--- src/rtl/burst_seq_pkg.sv ---
package burst_seq_pkg;

    localparam int BEAT_W = 2;

    typedef logic [BEAT_W-1:0] beat_t;

    typedef enum logic {
        ORD_LINEAR     = 1'b0,
        ORD_INTERLEAVE = 1'b1
    } order_e;

    typedef struct packed {
        beat_t start_low;
        beat_t beat;
    } burst_pos_t;

    function automatic beat_t order_map(order_e ord, beat_t s, beat_t n);
        beat_t r;
        if (ord == ORD_LINEAR) r = s + n;
        else                   r = s ^ n;
        return r;
    endfunction

endpackage

--- src/rtl/burst_capture_reg.sv ---
module burst_capture_reg
    import burst_seq_pkg::*;
#(
    parameter int ADDR_W = 8,
    localparam int UP_W  = ADDR_W - BEAT_W
) (
    input  logic              clk,
    input  logic              rst,
    input  logic              load,
    input  logic              adv_n,
    input  logic [ADDR_W-1:0] start_addr,
    output logic [UP_W-1:0]   upper_q,
    output burst_pos_t        pos_q
);

    always_ff @(posedge clk) begin
        if (rst) begin
            upper_q <= '0;
            pos_q   <= '0;
        end else if (load) begin
            upper_q         <= start_addr[ADDR_W-1:BEAT_W];
            pos_q.start_low <= start_addr[BEAT_W-1:0];
            pos_q.beat      <= '0;
        end else if (!adv_n) begin
            pos_q.beat <= pos_q.beat + beat_t'(1);
        end
    end

endmodule

--- src/rtl/burst_order_map.sv ---
module burst_order_map
    import burst_seq_pkg::*;
(
    input  logic       order_sel,
    input  burst_pos_t pos,
    output beat_t      low_addr
);

    order_e ord;

    always_comb begin
        ord      = order_e'(order_sel);
        low_addr = order_map(ord, pos.start_low, pos.beat);
    end

endmodule

--- src/rtl/burst_addr_seq.sv ---
module burst_addr_seq
    import burst_seq_pkg::*;
#(
    parameter int ADDR_W = 8
) (
    input  logic              clk,
    input  logic              rst,
    input  logic              load,
    input  logic [ADDR_W-1:0] start_addr,
    input  logic              adv_n,
    input  logic              order_sel,
    output logic [ADDR_W-1:0] addr_out,
    output logic [1:0]        beat
);

    localparam int UP_W = ADDR_W - BEAT_W;

    logic [UP_W-1:0] upper_q;
    burst_pos_t      pos_q;
    beat_t           low_addr;

    burst_capture_reg #(.ADDR_W(ADDR_W)) u_cap (
        .clk        (clk),
        .rst        (rst),
        .load       (load),
        .adv_n      (adv_n),
        .start_addr (start_addr),
        .upper_q    (upper_q),
        .pos_q      (pos_q)
    );

    burst_order_map u_map (
        .order_sel (order_sel),
        .pos       (pos_q),
        .low_addr  (low_addr)
    );

    assign addr_out = {upper_q, low_addr};
    assign beat     = pos_q.beat;

endmodule

--- config.mk ---
export PLATFORM = sky130hd
export DESIGN_NAME = burst_addr_seq
export DESIGN_NICKNAME = d
export VERILOG_FILES = /design/src/rtl/burst_seq_pkg.sv /design/src/rtl/burst_capture_reg.sv /design/src/rtl/burst_order_map.sv /design/src/rtl/burst_addr_seq.sv
export SDC_FILE = /design/constraint.sdc
export NUM_CORES = 1
export LEC_CHECK = 0
export ABC_AREA = 0
export BUFFER_PORTS_ARGS = -buffer_cell sky130_fd_sc_hd__buf_4
export CAP_MARGIN = 0
export CELL_PAD_IN_SITES_DETAIL_PLACEMENT = 0
export CELL_PAD_IN_SITES_GLOBAL_PLACEMENT = 1
export CORE_MARGIN = 4
export CORE_UTILIZATION = 29
export CTS_CLUSTER_DIAMETER = 100
export CTS_CLUSTER_SIZE = 24
export DETAILED_ROUTE_END_ITERATION = 6
export MAX_ROUTING_LAYER = met4
export PLACE_DENSITY_LB_ADDON = 0.1
export SETUP_SLACK_MARGIN = 0.4
export SYNTH_ARGS = -nofsm -noshare
export SYNTH_HDL_FRONTEND = slang
export SYNTH_SLANG_ARGS = --single-unit
--- constraint.sdc ---
create_clock -name clk -period 0.96 [get_ports clk]
set_input_delay 0.144 -clock clk [delete_from_list [all_inputs] [get_ports clk]]
set_output_delay 0.144 -clock clk [all_outputs]
set_load 0.02 [all_outputs]
# Word-level counts from Yosys, hierarchy flattened
# Cells that the tools add are included.
[classes]
n_mux = 1
add_sub_neg = 2
bitwise = 1
reduce_logical = 1
[op_table]
columns = ["op", "n"]
rows = [
  ["adder 2 x 1 -> 2 bit, second input constant", 1],
  ["adder 2 bit", 1],
  ["2-to-1 mux 2 bit", 1],
  ["OR reduction 2 bit", 1],
  ["bitwise XOR 2 bit", 1],
]
[word_totals]
wordCells = 8
out_inout_bits = 10
inputBits = 13
ff_bits = 10

# Depth between registers and ports, before layout
# Gate-level depths: netlist of the first run.
[logic_depth]
ltp_word = 2
mapped_depth = 3
depth_no_buf = 3

# By module
# Synthesis of the first run repeated with hierarchy kept, for this count alone.
[unflattened]
hier_cells = 37
hier_area_um2 = 411.6
[modules_own_cells]
columns = ["module", "seq_area_each_um2", "cells_per_inst", "area_each_um2", "n_inst"]
rows = [
  ["burst_capture_reg", 200.2, 33, 375.4, 1],
  ["burst_order_map", 0.0, 4, 36.3, 1],
]

# Least setup slack after synthesis of the first run
# OpenSTA, ideal clock, no wires.
[synth_timing]
path_type = "flip-flop to output port"
startpoint = "register u_cap.pos_q[0] (netlist name)"
endpoint = "output addr_out[1]"
path_slack_ps = -172
t_arrival_ps = 988
stages_incl_launch_ff = 4
t_required_ps = 816
n_path_buf = 0
cell_sequence = "dfxtp_1 ha_1 nor2b_1 xnor2_1"
[synth_between]
elab_chain_cells = 2
[synth_rtl]
columns = ["element", "line", "rtl"]
rows = [
  ["adder 2 bit", "burst_seq_pkg.sv:19", "if (ord == ORD_LINEAR) r = s + n;"],
  ["2-to-1 mux 2 bit", "burst_seq_pkg.sv:19", ""],
  ["end, declared", "burst_addr_seq.sv:12", "output logic [ADDR_W-1:0] addr_out,"],
]
# No other way between the ends.

# Final worst setup path of the first run
[layout_timing]
startpoint = "register u_cap.pos_q[2] (netlist name)"
endpoint = "output addr_out[1]"
[layout_between]
elab_chain_cells = 2
[layout_rtl]
columns = ["element", "line"]
rows = [
  ["adder 2 bit", "burst_seq_pkg.sv:19"],
  ["2-to-1 mux 2 bit", "burst_seq_pkg.sv:19"],
]
# No other way between the ends.

==> results.py, run 1 <==
metrics = {
    "status": {
        "outcome": "finished with violations",
        "violations": "negative setup slack",
    },
    "routing": {
        "final_antenna_net_count": 0,
        "wl_per_cell_um": 12.7,
        "vias": 355,
        "drc_errors": 0,
        "routed_wl_um": 1010,
        "vias_per_cell": 4.49,
        "first_iter_violations": 2,
        "first_pass_iters": 2,
    },
    "cts": {
        "cts_tree": "yes",
        "cts_buffer_depth": 2,
        "clkLatencyLatePin_ps": 250,
        "numCtsBuffers": 3,
        "cts.sink_count": 10,
        "h-tree-depth": 1,
        "holdBufCountCts": 0,
        "root_buffer": "clkbuf_4",
        "clkTransAtPathRegs_ps": 60,
    },
    "timing": {
        "setup_viol": 6,
        "period_share_pct": 136,
        "fmax_mhz": 768,
        "max_slew.worst_pin.slew_ps": 276,
        "grt_setup_unrepaired": "yes",
        "hold_violations": 0,
        "relSlewSlack_pct": 81.5,
        "postLayoutSetupSlackWorst_ps": -342,
        "finalMaxSlewViolations": 0,
        "period_minus_slack_ps": 1300,
        "hold_ws_ps": 125,
        "fin_skew_ps": 0.0198,
    },
    "floorplan": {
        "fp.coreArea_mm2": 0.00135,
        "start_util_pct": 31.6,
        "dieArea_mm2": 0.00215,
        "die_w_um": 46.4,
        "rows": 13,
        "fp.dieH_um": 46.4,
        "io_pins": 23,
    },
    "power_and_ir_drop": {
        "power_density_mw_per_mm2": 1280,
        "power_mw": 0.959,
        "power.leakage_nw": 0.340,
        "ir_drop_v": 0.000901,
    },
    "placed_design": {
        "dpl-instance-area_um2": 642,
        "dp_hpwl_um": 746,
        "port_buffers": 22,
        "placed_cells": 74,
        "gp_congestion": 0.771,
    },
    "grt": {
        "grt_pass1_wl_um": 1530,
        "grt_pass1_vias": 340,
        "grt_max_degree": 11,
        "antenna_found_initial": 0,
        "grt_usage_pct": 10.6,
        "grt_overflow_total": 0,
    },
    "final_layout": {
        "layout.cells.non_filler": 79,
        "stdcell_area_um2": 748,
        "final_layout_size_suffix_gt1_share_pct": 75.0,
        "synthToLayoutAreaGrowth_pct": 75.4,
        "n_antenna_cell": 0,
        "fin_nets": 80,
        "final_common_cell": "buf_4",
        "layout_common_cells": "buf_4, buf_6, dfxtp_2",
        "utilization_pct": 55.4,
    },
    "worst_setup_path": {
        "path_class": "flip-flop to primary output",
        "cp.required_ps": 820,
        "worst-path-max-fanout": 2,
        "crit_path_start": "u_cap.pos_q[2]$_SDFFE_PP0P_",
        "end_kind": "primary output",
        "crit_family": "flip-flops",
        "cp_cell_sequence": "ha_4 -> nor2b_4 -> xnor2_4 -> buf_6",
        "cp.buffers_inverters": 1,
        "worst_path_max_delay_cell": "dfxtp_2",
        "cp.arrival_ps": 1160,
        "start_kind": "flip-flop",
        "max_stage_delay_ps": 350,
        "r2r_start": "u_cap.pos_q[0]$_SDFFE_PP0N_",
    },
    "synth": {
        "post_synth_num_cell_types": 13,
        "syn_inst": 39,
        "avgSynthCellArea_um2": 10.9,
        "synth_nets": 53,
        "synth_seq_area_share_pct": 46.9,
        "synth_warnings": 0,
        "syn_area_um2": 427,
        "ys_ff_latch": 10,
    },
    "worst_hold_path": {
        "hp-class": "primary input to flip-flop",
        "worstHoldStart": "start_addr[6]",
    },
    "run": {
        "drv_cap": 0,
    },
}
cell families (layout without fill, tap and decap cells):
logic type,count (synthesis),after routing,share of synthesized area [%]
fa+ha+maj,1,1,2.93
mux,8,8,18.8
xor+xnor,3,3,6.16
simple gates,13,13,17.9
buf+inv,4,29,7.33
flops,10,10,46.9
cell usage after synthesis:
cell type  instances  area share [%]
dfxtp_1           10              47
mux2i_1            8              19
nor2_1             8             7.0
xnor2_1            3             6.2
buf_4              2             3.5
and2b_2            1             2.1
buf_2              1             1.2
buf_6              1             2.6
ha_1               1             2.9
nor2b_1            1             1.5
nor2b_2            1             2.1
nor3_2             1             2.3
nor4_2             1             2.9
tightest hold or removal path, stage by stage:
cell     delay [ps]
buf_4            80
mux2i_1          50
nor2_1           70
worst paths after layout:
| kind | slack, ps | endpoint | cells after the start |
|---|---|---|---|
| setup / recovery | -340 | addr_out[1] | 4 |
| hold / removal | 130 | u_cap.upper_q[4]$_SDFFE_PP0P_ | 3 |
| setup reg to reg | -50 | u_cap.pos_q[1]$_SDFFE_PP0N_ | 5 |
| hold reg to reg | 500 | u_cap.upper_q[4]$_SDFFE_PP0P_ | 2 |
cell type report:
class                   instances  area, µm²
clock buffers                   3       22.5
fillers                       123        602
multi-input cells              25        254
flip-flops and latches         10        213
well taps                      15       18.8
repair buffers                 26        240
state kept, by name, indices dropped and copies added, names as in the netlist:
register / flops
u_cap.upper_q: 6
u_cap.pos_q: 4
per-stage QoR:
step                      setup TNS [ps]  setup slack [ps]
after floorplan                        0              10.2
after global routing                -946              -398
final                               -683              -342
after CTS                           -575              -363
after global placement              -103              -103
after detailed placement            -134              -134
layer usage:
layer  vias to the layer above  track usage (%)  wire length [µm]
met5                         -                -                 0
met4                         0             5.11                 0
met3                         0             2.73                95
met2                        13             17.6               529
met1                       166             11.7               379
li1                        176                -                 -
what timing repair did:
item	4_1_cts	5_1_grt
gates resized for setup	15	1
setup endpoints to repair	20	20
setup buffers	1	1
pin swaps	2	1
power breakdown:
part | switching, mW | internal [mW] | total [mW]
logic | 0.0947 | 0.132 | 0.226
clock network | 0.128 | 0.144 | 0.272
registers | 0.0180 | 0.442 | 0.460
Power figures use the tool's default switching activity.
==> run 2, diff against run 1 <==
Settings changed: CORE_MARGIN 4 to unset, REMOVE_ABC_BUFFERS set to 1.
==> run 2 against run 1 <==
The run still ends with negative setup slack left. Worst hold slack worse by 4.4 ps. Via count grew 2.5%. Fmax about the same. Die area down 24%. Critical path depth stayed put. Clock-buffer cell count did not move. Largest cell class is now buffers.
==> results.py, run 2 (synthesis gave the netlist of run 1 again) <==
metrics = {
    "cts": {
        "h-tree-depth": 1,
        "numCtsBuffers": 3,
        "cts_tree": "yes",
        "root_buffer": "clkbuf_4",
        "clkTransAtPathRegs_ps": 60,
        "cts_buffer_depth": 2,
        "holdBufCountCts": 0,
        "cts.sink_count": 10,
        "clkLatencyLatePin_ps": 260,
    },
    "routing": {
        "routed_wl_um": 989,
        "drc_errors": 0,
        "wl_per_cell_um": 12.5,
        "vias": 364,
        "first_iter_violations": 1,
        "final_antenna_net_count": 0,
        "vias_per_cell": 4.61,
        "first_pass_iters": 3,
    },
    "worst_setup_path": {
        "cp.required_ps": 820,
        "start_kind": "flip-flop",
        "path_class": "flip-flop to primary output",
        "end_kind": "primary output",
        "cp.arrival_ps": 1160,
        "worst-path-max-fanout": 2,
    },
    "timing": {
        "finalMaxSlewViolations": 0,
        "setup_tns_ps": -729,
        "max_slew.worst_pin.slew_ps": 263,
        "postLayoutSetupSlackWorst_ps": -342,
        "hold_violations": 0,
        "relSlewSlack_pct": 82.4,
        "period_minus_slack_ps": 1300,
        "fin_skew_ps": 0.172,
        "period_share_pct": 136,
        "fmax_mhz": 768,
        "grt_setup_unrepaired": "yes",
        "setup_viol": 6,
        "hold_ws_ps": 121,
    },
    "floorplan": {
        "io_pins": 23,
        "start_util_pct": 32.0,
        "fp.coreArea_mm2": 0.00133,
        "die_w_um": 40.4,
        "dieArea_mm2": 0.00163,
        "fp.dieH_um": 40.4,
        "rows": 13,
    },
    "power_and_ir_drop": {
        "power_frac_comb_pct": 22.8,
        "power_density_mw_per_mm2": 1310,
        "ir_drop_v": 0.000524,
        "power.leakage_nw": 0.337,
        "p_sw_mw": 0.246,
        "p_clk_share_pct": 29.3,
        "p_int_mw": 0.711,
        "power_frac_seq_pct": 47.9,
        "power_mw": 0.957,
        "p_sw_share_pct": 25.7,
    },
    "worst_hold_path": {
        "hp-class": "primary input to flip-flop",
    },
    "final_layout": {
        "fin_nets": 80,
        "n_antenna_cell": 0,
        "final_common_cell": "buf_4",
        "fillers": 130,
        "regMostFlops": "u_cap.upper_q",
        "synthToLayoutAreaGrowth_pct": 71.6,
        "layout_common_cells": "buf_4, buf_6, dfxtp_2",
        "largest_register_ffs": 6,
        "final_layout_size_suffix_gt1_share_pct": 73.4,
        "top_regs": "u_cap.upper_q: 6 flops, u_cap.pos_q: 4 flops",
    },
    "placed_design": {
        "gp_congestion": 0.558,
        "dp_hpwl_um": 746,
        "port_buffers": 22,
    },
    "grt": {
        "grt_overflow_total": 0,
        "grt_usage_pct": 15.2,
        "grt_pass1_wl_um": 1480,
        "antenna_found_initial": 0,
        "grt_max_degree": 11,
        "grt_pass1_vias": 367,
    },
    "status": {
        "violations": "negative setup slack",
        "outcome": "finished with violations",
    },
    "run": {
        "drv_cap": 0,
    },
}
-- run 2: path summary, 6_finish.rpt --
check / slack (ps) / cells past startpoint / end / start
max: -340 / 4 / addr_out[1] / u_cap.pos_q[2]$_SDFFE_PP0P_
min: 120 / 3 / u_cap.upper_q[0]$_SDFFE_PP0P_ / start_addr[2]
max reg2reg: -50 / 5 / u_cap.pos_q[1]$_SDFFE_PP0N_ / u_cap.pos_q[0]$_SDFFE_PP0N_
min reg2reg: 500 / 2 / u_cap.upper_q[3]$_SDFFE_PP0P_ / u_cap.upper_q[3]$_SDFFE_PP0P_
-- run 2: power by group through the flow --
stage | clock network, mW | logic, mW | registers, mW
2_1_floorplan | 0 | 0.0587 | 0.480
3_3_place_gp | 0 | 0.177 | 0.457
3_5_place_dp | 0 | 0.184 | 0.460
4_1_cts | 0.294 | 0.218 | 0.460
5_1_grt | 0.320 | 0.235 | 0.461
6_report | 0.280 | 0.218 | 0.459
-- run 2: per-stage QoR --
stage	utilization [%]	setup slack (ps)	cell area [µm²]	std cells
floorplan	-	-268	395	35
global placement	44.6	-59.8	594	74
detailed placement	44.6	-116	594	74
CTS	54.1	-362	722	79
global route	54.9	-410	732	79
finish	54.9	-342	732	79
-- run 2: cell type report --
class	instances	area [µm²]	area share, %
clock buffer	3	22.5	3.08
multi-input combinational	25	235	32.1
timing repair buffer	26	240	32.8
tap	15	18.8	2.56
sequential	10	215	29.4
-- run 2: critical path: stages (launching register included) --
cell and delay, ps:
dfxtp_4 360, ha_4 150, nor2b_4 120, xnor2_2 120, buf_4 160
-- run 2: per-layer routing --
layer  part of all wire (%)  vias up  track usage [%]
met4                      0        0             10.0
met1                     35      169             12.8
met3                    5.9        0             3.33
li1                       -      180                -
met2                     59       15             29.0
met5                      0        -                -
-- run 2: timing repair --
action                     in CTS  in global routing
resized for setup              28                  2
pin swaps                       3                  4
setup endpoints to repair      20                 20
setup buffers                   2                  0
==> run 3, diff against run 2 <==
Settings changed: BUFFER_PORTS_ARGS -buffer_cell sky130_fd_sc_hd__buf_4 to unset, CORE_AREA set to 2 2 39 41, CORE_UTILIZATION 29 to unset, DIE_AREA set to 0 0 41 43, DONT_BUFFER_PORTS set to 1, SYNTH_HIERARCHICAL set to 1.
==> run 3 against run 2 <==
The run ends with negative hold slack, negative setup slack left. Largest cell class is now multi-input combinational cells. Final cell count is 22% lower. Synthesized cell count is 5.1% lower. Clock skew hardly changed. Via count is 21% lower. Total power is 1.7% lower. Register-to-register slack worse by 250 ps. Highest routed layer is now met4.
==> results.py, run 3 <==
metrics = {
    "status": {
        "outcome": "finished with violations",
        "violations": "negative hold slack, negative setup slack",
    },
    "grt": {
        "grt_overflow_total": 0,
        "grt_pass1_vias": 298,
        "grt_usage_pct": 11.7,
        "grt_max_degree": 11,
        "grt_pass1_wl_um": 1280,
        "antenna_found_initial": 0,
    },
    "routing": {
        "routed_wl_um": 822,
        "drc_errors": 0,
        "wl_per_cell_um": 13.3,
        "first_iter_violations": 2,
        "vias": 288,
        "first_pass_iters": 4,
        "vias_per_cell": 4.65,
        "final_antenna_net_count": 0,
    },
    "synth": {
        "syn_area_um2": 412,
        "synth_seq_area_share_pct": 48.6,
        "synth_edf_count": 0,
        "async_flop_share_pct": 0,
        "synth_warnings": 6,
        "post_synth_num_cell_types": 12,
        "ys_ff_latch": 10,
        "yosysMostFrequentCell": "dfxtp_1",
        "synth_top_area_cell": "dfxtp_1",
        "synth_common_cells": "dfxtp_1, mux2i_1, nor2_1, xnor2_1",
        "syn_inst": 37,
        "avgSynthCellArea_um2": 11.1,
        "netlist_top_cells_area": "dfxtp_1, mux2i_1, nor2_1",
        "synth.top_cell.area_share_pct": 48.6,
        "synthFlopType": "dfxtp_1",
    },
    "power_and_ir_drop": {
        "power_mw": 0.941,
        "power_density_mw_per_mm2": 1570,
        "ir_drop_v": 0.000611,
        "power.leakage_nw": 0.246,
    },
    "timing": {
        "hold_ws_ps": -64.7,
        "relSlewSlack_pct": 83.6,
        "hold_violations": 10,
        "fmax_mhz": 764,
        "grt_setup_unrepaired": "yes",
        "finalMaxSlewViolations": 0,
        "fin_skew_ps": 0.00444,
        "period_share_pct": 136,
        "postLayoutSetupSlackWorst_ps": -349,
        "setup_viol": 5,
        "max_slew.worst_pin.slew_ps": 245,
        "period_minus_slack_ps": 1310,
    },
    "floorplan": {
        "dieArea_mm2": 0.00176,
        "rows": 14,
        "io_pins": 23,
        "fp.dieH_um": 43,
        "start_util_pct": 29.7,
        "die_w_um": 41,
        "fp.coreArea_mm2": 0.00138,
    },
    "final_layout": {
        "top_regs": "u_cap/upper_q: 6 flops, u_cap/pos_q: 4 flops",
        "layout_common_cells": "mux2i_1, nor2_1, dfxtp_4",
        "largest_register_ffs": 6,
        "regMostFlops": "u_cap/upper_q",
        "seq_area_um2": 228,
        "fin_nets": 61,
        "stdcell_area_um2": 599,
        "utilization_pct": 43.3,
        "n_antenna_cell": 0,
        "fillers": 142,
        "multiInputGateArea_um2": 244,
        "final_layout_size_suffix_gt1_share_pct": 63.0,
        "synthToLayoutAreaGrowth_pct": 45.6,
    },
    "cts": {
        "numCtsBuffers": 3,
        "cts_tree": "yes",
        "clkLatencyLatePin_ps": 260,
        "clkTransAtPathRegs_ps": 60,
        "h-tree-depth": 1,
        "cts.sink_count": 10,
        "cts_buffer_depth": 2,
        "root_buffer": "clkbuf_4",
    },
    "worst_setup_path": {
        "path_class": "flip-flop to primary output",
        "cp.required_ps": 820,
        "worst-path-max-fanout": 2,
        "reg2regPathDepth": 6,
        "start_kind": "flip-flop",
        "cp.arrival_ps": 1160,
        "end_kind": "primary output",
    },
    "worst_hold_path": {
        "holdPathStages": 1,
        "hp-class": "primary input to flip-flop",
    },
    "placed_design": {
        "dp_worst_setup_slack_ps": -175,
        "gp_congestion": 0.494,
        "dpl-instance-area_um2": 445,
        "port_buffers": 0,
    },
    "run": {
        "drv_cap": 0,
    },
}
-- run 3: changes by cell type in the layout (fill, tap and decap cells not counted), sizes merged --
cell    before  now
buf         26    7
clkbuf       3    4
-- run 3: cell families (layout without fill, tap and decap cells) --
family | count (synthesis) | in the layout | synth area share (%)
flip-flops | 10 | 10 | 48.6
AND/OR/NAND/NOR | 13 | 13 | 18.5
buffers and inverters | 2 | 11 | 3.95
multiplexers | 8 | 8 | 19.5
adder cells (fa/ha/maj) | 1 | 1 | 3.04
XOR/XNOR | 3 | 3 | 6.38
-- run 3: critical path, cell delays in order (launching register included) --
cell and delay, ps:
dfxtp_2 360, ha_4 130, nor2b_4 150, xnor2_2 110
buf_4 150
-- run 3: report_power, final --
group / switching (mW) / leakage, nW / internal, mW
sequential: 0.0343 / 0.0879 / 0.434
combinational: 0.0416 / 0.138 / 0.0659
clock: 0.135 / 0.0210 / 0.230
total: 0.211 / 0.246 / 0.730
-- run 3: final timing paths --
check                               from                       endpoint  slack (ps)
max reg2reg  u_cap/pos_q[0]$_SDFFE_PP0N_    u_cap/pos_q[0]$_SDFFE_PP0N_        -300
min reg2reg  u_cap/pos_q[3]$_SDFFE_PP0P_    u_cap/pos_q[3]$_SDFFE_PP0P_         510
min                                  rst  u_cap/upper_q[2]$_SDFFE_PP0P_         -60
max          u_cap/pos_q[2]$_SDFFE_PP0P_                    addr_out[1]        -350
-- run 3: layout make-up --
class	instances	share of cell area, %
tap	16	3.34
multi-input combinational	25	40.7
clock buffer	4	6.05
timing repair buffer	7	11.9
sequential	10	38.0
-- run 3: repair_timing --
action | 4_1_cts | 5_1_grt
pin swaps | 2 | 5
resized for setup | 24 | 5
endpoints found under the hold margin | 10 | 10
buffers inserted | 1 | 2
setup endpoints to repair | 20 | 20
-- run 3: through the flow --
step | cells | TNS (ps) | hold WS (ps)
floorplan | 35 | -278 | 213
global placement | 55 | -106 | 217
detailed placement | 55 | -288 | 217
CTS | 60 | -784 | -70.5
global route | 62 | -1350 | -83.7
finish | 62 | -1110 | -64.7
-- run 3: layer usage --
layer	part of all wire (%)	global-route usage (%)	wire, µm	vias to the layer above
li1	-	-	-	141
met1	32	10.5	259	134
met2	60	19.1	494	11
met3	7.8	4.19	64	2
met4	0.49	8.00	4	0
met5	0	-	0	-
